$ cat src/rtl/hlp_pkg.sv
// Package of shared types for the host latch port.
// Assumes: nothing beyond IEEE 1800-2017.
package hlp_pkg;
    // One-cycle host access events, in the local clock domain
    typedef struct packed {
        logic wr_start;   // host write recognized
        logic rd_start;   // host read recognized
        logic rd_end;     // host read finished
    } hlp_evt_t;
endpackage

$ cat src/rtl/hlp_sync.sv
// Multi-bit synchronizer: every bit passes through its own flop chain.
// Assumes: the bits are independent, single-bit asynchronous controls.
module hlp_sync #(
    parameter int          WIDTH  = 3,
    parameter int          STAGES = 2,
    parameter logic        RST_VAL = 1'b1
) (
    input  logic             clk,
    input  logic             rst_n,
    input  logic [WIDTH-1:0] d_async,
    output logic [WIDTH-1:0] q_sync
);
    localparam int LAST = STAGES - 1;

    for (genvar b = 0; b < WIDTH; b++) begin : g_bit
        logic [STAGES-1:0] chain;
        // shift the asynchronous level through the chain
        always_ff @(posedge clk) begin
            if (!rst_n) chain <= {STAGES{RST_VAL}};
            else        chain <= {chain[STAGES-2:0], d_async[b]};
        end
        assign q_sync[b] = chain[LAST];
    end
endmodule

$ cat src/rtl/hlp_access_det.sv
// Detects the start of host writes and reads, and the end of reads,
// from the synchronized strobes.
// Assumes: inputs are already synchronized, active low.
module hlp_access_det
    import hlp_pkg::*;
(
    input  logic     clk,
    input  logic     rst_n,
    input  logic     mode_en,
    input  logic     cs_s_n,
    input  logic     rd_s_n,
    input  logic     wr_s_n,
    output hlp_evt_t evt
);
    logic wr_cond, rd_cond;
    logic wr_q, rd_q;

    assign wr_cond = mode_en & ~cs_s_n & ~wr_s_n;
    assign rd_cond = mode_en & ~cs_s_n & ~rd_s_n;

    // remember the previous access conditions for edge detection
    always_ff @(posedge clk) begin
        if (!rst_n) begin
            wr_q <= 1'b0;
            rd_q <= 1'b0;
        end else begin
            wr_q <= wr_cond;
            rd_q <= rd_cond;
        end
    end

    assign evt.wr_start = wr_cond & ~wr_q;
    assign evt.rd_start = rd_cond & ~rd_q;
    assign evt.rd_end   = rd_q & ~rd_cond;

    // one access yields exactly one start event
    a_r4_single_wr_event: assert property (@(posedge clk) disable iff (!rst_n)
        evt.wr_start |=> !evt.wr_start);
    a_r4_single_rd_event: assert property (@(posedge clk) disable iff (!rst_n)
        evt.rd_start |=> !evt.rd_start);
endmodule

$ cat src/rtl/hlp_regs.sv
// Input and output latches plus status flags and interrupt of the port.
// Assumes: events are single-cycle pulses; host data is stable at wr_start.
module hlp_regs
    import hlp_pkg::*;
#(
    parameter int DATA_W = 8
) (
    input  logic              clk,
    input  logic              rst_n,
    input  hlp_evt_t          evt,
    input  logic [DATA_W-1:0] host_data_i,
    input  logic              loc_rd_ack,
    input  logic              loc_wr,
    input  logic [DATA_W-1:0] loc_wdata,
    input  logic              loc_irq_clr,
    input  logic              loc_ovf_clr,
    output logic [DATA_W-1:0] in_latch,
    output logic [DATA_W-1:0] out_latch,
    output logic              in_full,
    output logic              out_full,
    output logic              overflow,
    output logic              irq
);
    // capture host data into the input latch on a recognized write
    always_ff @(posedge clk) begin
        if (!rst_n)            in_latch <= '0;
        else if (evt.wr_start) in_latch <= host_data_i;
    end

    // load the output latch from the local side
    always_ff @(posedge clk) begin
        if (!rst_n)      out_latch <= '0;
        else if (loc_wr) out_latch <= loc_wdata;
    end

    // input-full: set by host write, cleared by local read; write wins
    always_ff @(posedge clk) begin
        if (!rst_n)            in_full <= 1'b0;
        else if (evt.wr_start) in_full <= 1'b1;
        else if (loc_rd_ack)   in_full <= 1'b0;
    end

    // sticky overflow: host write onto unread data
    always_ff @(posedge clk) begin
        if (!rst_n)                                   overflow <= 1'b0;
        else if (evt.wr_start && in_full && !loc_rd_ack) overflow <= 1'b1;
        else if (loc_ovf_clr)                         overflow <= 1'b0;
    end

    // output-full: set by local write, cleared when a host read ends
    always_ff @(posedge clk) begin
        if (!rst_n)          out_full <= 1'b0;
        else if (loc_wr)     out_full <= 1'b1;
        else if (evt.rd_end) out_full <= 1'b0;
    end

    // interrupt on every recognized access; setting wins over clearing
    always_ff @(posedge clk) begin
        if (!rst_n)                             irq <= 1'b0;
        else if (evt.wr_start || evt.rd_start)  irq <= 1'b1;
        else if (loc_irq_clr)                   irq <= 1'b0;
    end

    a_r2_write_sets_flags: assert property (@(posedge clk) disable iff (!rst_n)
        evt.wr_start |=> (in_full && irq && in_latch == $past(host_data_i)));
    a_r5_ack_clears_full: assert property (@(posedge clk) disable iff (!rst_n)
        (loc_rd_ack && !evt.wr_start) |=> !in_full);
    a_r6_overflow_raised: assert property (@(posedge clk) disable iff (!rst_n)
        (evt.wr_start && in_full && !loc_rd_ack) |=> overflow);
    a_r6_overflow_sticky: assert property (@(posedge clk) disable iff (!rst_n)
        (overflow && !loc_ovf_clr) |=> overflow);
    a_r7_local_write: assert property (@(posedge clk) disable iff (!rst_n)
        loc_wr |=> (out_full && out_latch == $past(loc_wdata)));
    a_r8_irq_on_read: assert property (@(posedge clk) disable iff (!rst_n)
        evt.rd_start |=> irq);
endmodule

$ cat src/rtl/host_latch_port.sv
// Top of the host latch port: synchronizes the host strobes, detects
// accesses, holds the latches and flags, and drives the bus enable.
// Assumes: host data stable while its write strobe is low; strobe
// periods of at least three local clocks.
module host_latch_port
    import hlp_pkg::*;
#(
    parameter int DATA_W      = 8,
    parameter int SYNC_STAGES = 2
) (
    input  logic              clk,
    input  logic              rst_n,
    input  logic              mode_en,
    input  logic              host_cs_n,
    input  logic              host_rd_n,
    input  logic              host_wr_n,
    input  logic [DATA_W-1:0] host_data_i,
    output logic [DATA_W-1:0] host_data_o,
    output logic              host_data_oe,
    input  logic              loc_rd_ack,
    input  logic              loc_wr,
    input  logic [DATA_W-1:0] loc_wdata,
    input  logic              loc_irq_clr,
    input  logic              loc_ovf_clr,
    output logic [DATA_W-1:0] in_latch,
    output logic              in_full,
    output logic              out_full,
    output logic              overflow,
    output logic              irq
);
    localparam int NCTRL = 3;

    logic [NCTRL-1:0] strb_s;
    hlp_evt_t         evt;
    logic [DATA_W-1:0] out_latch;

    hlp_sync #(.WIDTH(NCTRL), .STAGES(SYNC_STAGES), .RST_VAL(1'b1)) i_sync (
        .clk     (clk),
        .rst_n   (rst_n),
        .d_async ({host_cs_n, host_rd_n, host_wr_n}),
        .q_sync  (strb_s)
    );

    hlp_access_det i_det (
        .clk     (clk),
        .rst_n   (rst_n),
        .mode_en (mode_en),
        .cs_s_n  (strb_s[2]),
        .rd_s_n  (strb_s[1]),
        .wr_s_n  (strb_s[0]),
        .evt     (evt)
    );

    hlp_regs #(.DATA_W(DATA_W)) i_regs (
        .clk         (clk),
        .rst_n       (rst_n),
        .evt         (evt),
        .host_data_i (host_data_i),
        .loc_rd_ack  (loc_rd_ack),
        .loc_wr      (loc_wr),
        .loc_wdata   (loc_wdata),
        .loc_irq_clr (loc_irq_clr),
        .loc_ovf_clr (loc_ovf_clr),
        .in_latch    (in_latch),
        .out_latch   (out_latch),
        .in_full     (in_full),
        .out_full    (out_full),
        .overflow    (overflow),
        .irq         (irq)
    );

    // drive the bus straight from the raw pins during a host read
    always_comb begin
        host_data_oe = mode_en & ~host_cs_n & ~host_rd_n;
        host_data_o  = out_latch;
    end

    a_r1_reset_clears: assert property (@(posedge clk)
        !rst_n |=> (!irq && !in_full && !out_full && !overflow && in_latch == '0));
    a_r9_mode_off_quiet: assert property (@(posedge clk) disable iff (!rst_n)
        !mode_en |-> !host_data_oe);
    a_r10_no_cs_no_drive: assert property (@(posedge clk) disable iff (!rst_n)
        host_cs_n |-> !host_data_oe);
endmodule

$ cat config.mk
export PLATFORM = sky130hd
export DESIGN_NAME = host_latch_port
export DESIGN_NICKNAME = d
export VERILOG_FILES = /design/src/rtl/hlp_pkg.sv /design/src/rtl/hlp_sync.sv /design/src/rtl/hlp_access_det.sv /design/src/rtl/hlp_regs.sv /design/src/rtl/host_latch_port.sv
export SDC_FILE = /design/constraint.sdc
export NUM_CORES = 1
export LEC_CHECK = 0
export ABC_AREA = 1
export BUFFER_PORTS_ARGS = -buffer_cell sky130_fd_sc_hd__buf_4
export CAP_MARGIN = 10
export CORE_MARGIN = 3
export CORE_UTILIZATION = 30
export DETAILED_ROUTE_END_ITERATION = 8
export GPL_ROUTABILITY_DRIVEN = 0
export PLACE_DENSITY = 0.66
export SETUP_SLACK_MARGIN = 0.02
export SYNTH_ARGS = -nofsm -noshare
export SYNTH_HDL_FRONTEND = slang
export SYNTH_SLANG_ARGS = --single-unit
$ cat constraint.sdc
create_clock -name clk -period 3.1 [get_ports clk]
set_clock_uncertainty 0.2 [all_clocks]
set_input_delay 0.31 -clock clk [delete_from_list [all_inputs] [get_ports clk]]
set_output_delay 0.31 -clock clk [all_outputs]
set_load 0.05 [all_outputs]
# == Yosys cells after proc, flatten, opt, wreduce, memory -nomap -nowiden ==
# Index checks and enable logic that the tools add are counted.
# word_totals
wordCells,43
output_inout_bits,21
register_bits,28
inputBits,26
# classes
bitwise_logic,16
n_reduce_logical,8
mux,8
# op_table
op,count
$and A1 B1 Y1,8
$mux W1,8
$not A1 Y1,8
$reduce_bool A2 Y1,4
$logic_and A1 B1 Y1,2
$logic_not A1 Y1,1
$logic_or A1 B1 Y1,1

# == Longest topological paths before layout ==
# logic_depth
depth_word,7
ltp_mapped,6
depth_no_buf,6

# == Cells and area by module ==
# From an unflattened synthesis, not the netlist that was laid out.
# hier_totals
hier_cells,124
area_unflattened_um2,979.7
# by_module_without_submodules
module,cells_each,n_inst,area_per_inst_um2
hlp_regs,87,1,686.9
hlp_sync,21,1,187.7
hlp_access_det,13,1,91.3
host_latch_port,3,1,13.8

# == Worst setup path before layout ==
# Ideal clock, no wire load.
# synth_path
path_type,in2out
start,input port host_cs_n
end,output port host_data_oe
required_time_ns,2.590
arrival_time_ns,1.407
stages,1
n_path_buf,0
setup_slack_ns,1.183
path_cell_list,nor3_1
# synth_between
elab_chain_cells,3
# synth_lines
element,line,source
from (decl),host_latch_port.sv:14,"input logic host_cs_n,"
$not A1 Y1,host_latch_port.sv:74,host_data_oe = mode_en & ~host_cs_n & ~host_rd_n;
$and A1 B1 Y1 (2 in a row),host_latch_port.sv:74,
to (decl),host_latch_port.sv:19,"output logic host_data_oe,"
# Every way passes these cells.

# == Worst setup path after layout ==
# Same ends and word-level chain as after synthesis.

==> flow_summary.ini <==
[global_routing]
grt_max_degree = 19
grt_pass1_vias = 971
grtUsageTotal_pct = 11.6
grt_overflow_total = 0
grt_pass1_wl_um = 4040
antenna_found_initial = 0

[timing]
slew_headroom_pct = 85.1
max_freq_mhz = 527
setup_violations = 0
maxSlewViolCount = 0
rsz0062_at_grt = no
fin_crit_sh_pct = 61.2
fin_ws_ns = 1.20
hold_viol_final = 0
tns_ns = 0
worst_slew_pin_slew_ns = 0.223
min_period_ns = 1.90

[critical_path]
cp_max_fo = 2
cp_common_cell = buf_4
cp_num_buf_inv = 3
crit_type = in -> out
cp_cell_sequence = dlygate4sd3_1 > buf_4 > nor3_1 > buf_4
arrival_ns = 1.39
critPathLaunchType = input port
slowest_stage = dlygate4sd3_1
end_kind = output pin
slowest_delay_ns = 0.53
cpLargestDelayFamily = buffers and inverters
required_ns = 2.59

[clock_tree]
htree_levels = 1
cts_sinks = 28
cts_root_buffer = clkbuf_4
cts_tree = yes
cts_made_buffers = 3
cts_setup_buffers = 0
path_clk_slew_ns = 0.13
clock_latency_ns = 0.31
clockBufferDepth = 2

[synth]
yosys.area_share.simple_pct = 31.9
synth_cell_types = 18
yosysSeqAreaShare_pct = 53.3
ys_warn_count = 0
syn_area_um2 = 1050
avgSynthCellArea_um2 = 7.79
synth_xor_area_share_pct = 0
synthCells = 135
synth_seq_cells = 28
synth-compound-area-share_pct = 5.12
synth_top_family_by_area = simple AND/OR/NAND/NOR gates
synthAdderAreaFrac_pct = 0
synth_nets = 161
synthMuxAreaShare_pct = 0

[routing]
ant_nets = 0
drcViolationCount = 0
drt-pass1-iter-count = 4
wl_per_cell_um = 9.85
drtIter0Drc = 40
viasPerCell = 4.21
vias = 965
drt-total-wl_um = 2260

[floorplanning]
die_w_um = 65.2
ioPinCount = 47
dieArea_um2 = 4250
initial_core_util_pct = 32.8
die_y_um = 65.2
core_area_um2 = 3200
rows = 20

[outcome]
outcome = completed

[power]
power_leakage_nw = 0.738
p_total_mw = 0.655
p_switching_mw = 0.166
power_frac_comb_pct = 16.5
powerDensity_nw_per_um2 = 437
p_seq_share_pct = 57.8
p_int_mw = 0.489
pwr-share-clk_pct = 25.7
switching_share_pct = 25.3
ir_drop_mv = 0.293

[finish]
fin_area_um2 = 1500
final_cell_mix = 46 x buf_4, 36 x nor2_1, 28 x dfxtp_1, 16 x inv_1, 13 x nand2_1
final_cell_count_no_fill = 229
layout-drive-gt1-share_pct = 33.0
diodes = 0
syn2layout_area_growth_pct = 42.7
final_common_cell = buf_4
nets = 212

[place]
hpwl_um = 1830
preCtsSetupSlack_ns = 1.74
placed_area_um2 = 1430
port_buffers = 46
place_inst = 222

[hold_path]
hp-class = in -> reg

[job]
maxCapViolCount = 0
## state kept, by name, indices dropped and copies added, names as in the netlist
| signal | flops |
|---|---|
| i_det.rd_q | 1 |
| i_det.wr_q | 1 |
| i_regs.in_full | 1 |
| i_regs.in_latch | 8 |
| i_regs.irq | 1 |
| i_regs.out_full | 1 |
| i_regs.out_latch | 8 |
| i_regs.overflow | 1 |
| i_sync.g_bit.chain | 6 |
## worst reg2reg max path, delay by kind of cell (launching register included)
kind,cells,cell delay (ns)
DFF,1,0.36
buffers and inverters,1,0.09
and+or+nand+nor,5,0.50
## path summary, 6_finish.rpt
kind | cells after the start | from | to | slack, ns
hold / removal | 3 | loc_wdata[5] | i_regs.out_latch[5]$_SDFFE_PN0P_ | 0.01
setup reg to reg | 6 | i_sync.g_bit[2].chain[1]$_SDFF_PN1_ | i_regs.in_latch[4]$_SDFFE_PN0P_ | 1.88
setup / recovery | 4 | host_cs_n | host_data_oe | 1.20
hold reg to reg | 1 | i_sync.g_bit[1].chain[0]$_SDFF_PN1_ | i_sync.g_bit[1].chain[1]$_SDFF_PN1_ | 0.22
## Yosys cell counts, drive strengths merged
cell / number / area [µm²]
nand2: 14 / 55.1
o21ai: 8 / 40.0
inv: 20 / 75.1
nor2: 38 / 158
nand3: 13 / 75.1
nor3: 2 / 10.0
buf: 3 / 17.5
a21oi: 2 / 13.8
clkinv: 1 / 8.76
or2: 6 / 37.5
dfxtp: 28 / 561
## metal layers
metal	wire [µm]	GRT usage [%]	up-vias
met5	0	0	-
met4	27	4.66	0
met3	123	1.37	2
met2	1060	20.4	29
met1	1040	14.2	424
li1	-	-	510
## power by group through the flow
| stage | Clock (mW) | Combinational, mW | Sequential [mW] |
|---|---|---|---|
| 6_report | 0.168 | 0.108 | 0.379 |
| 5_1_grt | 0.192 | 0.118 | 0.381 |
| 4_1_cts | 0.179 | 0.109 | 0.379 |
| 2_1_floorplan | 0 | 0.0290 | 0.418 |
| 3_5_place_dp | 0 | 0.106 | 0.387 |
| 3_3_place_gp | 0 | 0.104 | 0.387 |
## kinds of logic after synthesis
kind of cell           count (synthesis)
flip-flops                            28
AO/OA/AOI/OAI                         10
AND/OR/NAND/NOR                       73
buffers and inverters                 24
## cell type report
cell class	count	area, µm²
multi-input combinational	83	389
timing repair buffer	49	375
fill	342	1700
inverter	21	83.8
clock buffer	4	36.3
tap	44	55.1
sequential	28	561
## timing repair
item	in CTS	in global routing
hold buffers	3	0
hold endpoints to repair	3	0
endpoints found under the setup margin	0	0
resized for setup	0	0
## metrics by stage
step                hold slack (ns)  utilization, %
floorplan                     0.185               -
global placement              0.189            44.8
detailed placement            0.193            44.8
CTS                         0.00266            46.8
global route                0.00280            46.8
finish                       0.0114            46.8
(Power assumes the default switching activity.)
